==> src/rtl/seqm_pkg.sv <==
package seqm_pkg;

  // Equivalence classes of the reduced machine
  typedef enum logic [1:0] {
    CLS_P = 2'd0,
    CLS_Q = 2'd1,
    CLS_R = 2'd2,
    CLS_S = 2'd3
  } cls_t;

  localparam int unsigned CLS_W     = $bits(cls_t);
  localparam int unsigned CLS_COUNT = 1 << CLS_W;

endpackage

==> src/rtl/seqm_next_logic.sv <==
module seqm_next_logic
  import seqm_pkg::*;
(
  input  cls_t cur,
  input  logic x,
  output cls_t nxt
);

  always_comb begin
    unique case (cur)
      CLS_P:   nxt = x ? CLS_R : CLS_P;
      CLS_Q:   nxt = x ? CLS_S : CLS_R;
      CLS_R:   nxt = x ? CLS_Q : CLS_P;
      CLS_S:   nxt = x ? CLS_P : CLS_S;
      default: nxt = CLS_P;
    endcase
  end

endmodule

==> src/rtl/seqm_out_logic.sv <==
module seqm_out_logic
  import seqm_pkg::*;
(
  input  cls_t cur,
  input  logic x,
  input  logic vld,
  output logic z
);

  logic z_raw;

  always_comb begin
    unique case (cur)
      CLS_P:   z_raw = ~x;
      CLS_Q:   z_raw = x;
      default: z_raw = 1'b0;
    endcase
  end

  assign z = vld & z_raw;

endmodule

==> src/rtl/seqm_state_reg.sv <==
module seqm_state_reg
  import seqm_pkg::*;
#(
  parameter bit ONE_HOT_STATE = 1'b0
) (
  input  logic clk,
  input  logic rst,
  input  logic en,
  input  cls_t d,
  output cls_t q
);

  generate
    if (ONE_HOT_STATE) begin : g_onehot
      logic [CLS_COUNT-1:0] hot_q;
      logic [CLS_COUNT-1:0] hot_d;

      assign hot_d = CLS_COUNT'(1) << d;

      always_ff @(posedge clk) begin
        if (rst) begin
          hot_q <= CLS_COUNT'(1) << CLS_P;
        end else if (en) begin
          hot_q <= hot_d;
        end
      end

      always_comb begin
        q = CLS_P;
        for (int i = 0; i < CLS_COUNT; i++) begin
          if (hot_q[i]) q = cls_t'(CLS_W'(i));
        end
      end
    end else begin : g_binary
      cls_t bin_q;

      always_ff @(posedge clk) begin
        if (rst) begin
          bin_q <= CLS_P;
        end else if (en) begin
          bin_q <= d;
        end
      end

      assign q = bin_q;
    end
  endgenerate

endmodule

==> src/rtl/seqm_reduced_fsm.sv <==
module seqm_reduced_fsm
  import seqm_pkg::*;
#(
  parameter bit ONE_HOT_STATE = 1'b0
) (
  input  logic clk,
  input  logic rst,
  input  logic in_valid,
  input  logic in_x,
  output logic out_z
);

  cls_t cls_q;
  cls_t cls_d;

  seqm_next_logic u_next (
    .cur (cls_q),
    .x   (in_x),
    .nxt (cls_d)
  );

  seqm_state_reg #(
    .ONE_HOT_STATE (ONE_HOT_STATE)
  ) u_reg (
    .clk (clk),
    .rst (rst),
    .en  (in_valid),
    .d   (cls_d),
    .q   (cls_q)
  );

  seqm_out_logic u_out (
    .cur (cls_q),
    .x   (in_x),
    .vld (in_valid),
    .z   (out_z)
  );

endmodule

==> config.mk <==
export PLATFORM = sky130hd
export DESIGN_NAME = seqm_reduced_fsm
export DESIGN_NICKNAME = d
export VERILOG_FILES = /design/src/rtl/seqm_pkg.sv /design/src/rtl/seqm_next_logic.sv /design/src/rtl/seqm_out_logic.sv /design/src/rtl/seqm_state_reg.sv /design/src/rtl/seqm_reduced_fsm.sv
export SDC_FILE = /design/constraint.sdc
export NUM_CORES = 1
export LEC_CHECK = 0
export CAP_MARGIN = 20
export CORE_AREA = 2 2 39 41
export CTS_BUF_LIST = sky130_fd_sc_hd__clkbuf_8
export DETAILED_ROUTE_END_ITERATION = 12
export DIE_AREA = 0 0 41 43
export PLACE_DENSITY_LB_ADDON = 0.2
export SETUP_SLACK_MARGIN = 0.5
export SYNTH_ARGS = -nofsm -noshare
export SYNTH_HDL_FRONTEND = slang
export SYNTH_SLANG_ARGS = --single-unit
==> constraint.sdc <==
create_clock -name clk -period 1.1 [get_ports clk]
set_input_delay 0.275 -clock clk [delete_from_list [all_inputs] [get_ports clk]]
set_output_delay 0.275 -clock clk [all_outputs]
set_load 0.01 [all_outputs]
==> results.json <==
{
  "status": "finished with violations",
  "violations": "negative setup slack",
  "synth_cell_types": 11,
  "synth_top_area_cell": "dfxtp_1",
  "synth_seq_cells": 2,
  "synth_area_per_cell_sq_um": 7.26,
  "antenna_cells": 0,
  "synth_nets": 19,
  "clk_pin_slew_ps": 30,
  "die_h_um": 43,
  "cpPeakStageDelay_ps": 310,
  "place_congestion": 0.621,
  "fmax_ghz": 0.782,
  "timing.setup.tns_ps": -179,
  "max-vdd-ir-drop_mv": 0.201,
  "netlist_instances": 15,
  "comb_power_share": 0.113,
  "first_iter_violations": 0,
  "grt_pass1_wl_um": 621,
  "clockBufferDepth": 2,
  "stdcell_area_sq_um": 279,
  "insertion_delay_ps": 210,
  "clkSinkCount": 2,
  "ys.flop_type": "dfxtp_1",
  "slew_viol_final": 0,
  "row_count": 14,
  "syn_to_final_growth_pct": 156,
  "swShare": 0.207,
  "nNetsFinal": 32,
  "port_buffers": 4,
  "skew_ps": 4.91,
  "place_ws_ps": -872,
  "cp-start-kind": "register",
  "post-route-min-period_ps": 1280,
  "worst_pin_slew_ps": 199,
  "cp.required_ps": 820,
  "worstSetupEndpointType": "primary output",
  "finalCritPeriodShare": 1.16,
  "maxSlewHeadroom": 0.866,
  "track_usage": 0.0551,
  "initial_core_util": 0.0787,
  "largest_reg_flops": 2,
  "ys_top_cells_by_count": "nor2b_1 (3), dfxtp_1 (2), o21ai_0 (2)",
  "dp_hpwl_um": 226,
  "worst-path-buf-inv": 1,
  "routed_wl_um": 354,
  "slowest_stage": "dfxtp_2",
  "grt_pass1_vias": 163,
  "seq_area_frac_synth": 0.368,
  "ys_async_sr_fraction": 0,
  "grt_max_degree": 7,
  "fin_ws_ps": -179,
  "crit_chain": "nor2b_4 > nor4_4 > buf_2",
  "h-tree-depth": 1,
  "layout-drive-gt1-share": 0.593,
  "final_util": 0.202,
  "wl_per_cell_um": 8.23,
  "path_delay_family": "simple AND/OR/NAND/NOR gates",
  "final_common_cell": "buf_4",
  "cap_violations": 0,
  "clkPwrFrac": 0.701,
  "syn_area_sq_um": 109,
  "synth_edf_count": 0,
  "path_max_fanout": 2,
  "vias_per_cell": 3.30,
  "yosysMostFrequentCell": "nor2b_1",
  "synthTopCellsByArea": "dfxtp_1 (37%), nor2b_1 (17%), o21ai_0 (9.2%), a31oi_1 (5.7%), nor4_1 (5.7%)",
  "rsz0062_at_grt": "yes",
  "ant_nets": 0,
  "leakage_nw": 0.112,
  "synth_warnings": 0,
  "mostFrequentLayoutCells": "buf_4 (4), clkbuf_8 (3), nor2b_4 (2)",
  "holdBufCountCts": 0,
  "setup_viol": 1,
  "fp.dieArea_sq_um": 1760,
  "grt.overflow.total": 0,
  "worstPathArrival_ps": 1000,
  "num_vias": 142,
  "crit_type": "register to primary output",
  "cts_tree": "yes",
  "drc": 0,
  "cts_root_buf": "clkbuf_8",
  "synth_top_cell_area_share": 0.368,
  "power_uw": 430,
  "hold_violations": 0,
  "die_width_um": 41,
  "power_density_nw_per_um2": 1540,
  "drt-pass1-iter-count": 1,
  "antenna_found_initial": 0,
  "p_int_uw": 341,
  "place_area_sq_um": 219,
  "hold_path.class": "input pin to register",
  "core_area_sq_um": 1380,
  "ios": 5,
  "seqPwrFrac": 0.187,
  "numCtsBuffers": 3,
  "switching_power_uw": 89.2
}
[cell type report]
type	instances	area (sq um)
flip-flops and latches	2	45.0
inverters	1	3.75
fillers	150	1100
multi-input cells	12	98.8
repair buffers	8	66.3
clock inverters	1	3.75
clock buffers	3	41.3
well taps	16	20.0
[repair_timing]
item | CTS | global route
setup endpoints to repair | 3 | 3
pin swaps | 3 | 1
buffers inserted | 1 | 0
resized for setup | 12 | 2
[power by group through the flow]
stage          Combinational, mW  Clock, mW  Sequential, mW
6_report                  0.0486      0.302          0.0803
5_1_grt                   0.0531      0.325          0.0808
4_1_cts                   0.0468      0.316          0.0803
3_5_place_dp              0.0463          0          0.0808
3_3_place_gp              0.0462          0          0.0815
2_1_floorplan             0.0190          0          0.0805
[cell families after synthesis]
family,synth area share
simple gates,0.402
compound gates,0.195
flops,0.368
buf+inv,0.0344
[worst register-to-register path, cell delays in order (launching register included)]
cell and delay [ps]:
dfxtp_2 320, buf_4 130, nor2_1 40, or3_1 350, a21oi_2 110
[path summary, 6_finish.rpt]
path,to,slack [ps],from,depth (start not counted)
max,out_z,-180,u_reg.q[0],3
min reg2reg,u_reg.q[0],530,u_reg.q[1],2
min,u_reg.q[0],450,in_valid,3
max reg2reg,u_reg.q[1],90,u_reg.q[0],4
[stage by stage]
| stage | instances | hold WS [ps] |
|---|---|---|
| floorplan | 15 | 334 |
| global placement | 38 | 524 |
| detailed placement | 38 | 510 |
| CTS | 43 | 504 |
| global route | 43 | 493 |
| finish | 43 | 451 |
[layer usage]
metal,vias to the layer above,GRT usage,share of wire
met1,61,0.0701,0.51
li1,76,-,-
met2,5,0.0656,0.43
met4,0,0.0600,0
met3,0,0.0157,0.059
met5,-,0,0
Power figures use the tool's default switching activity.
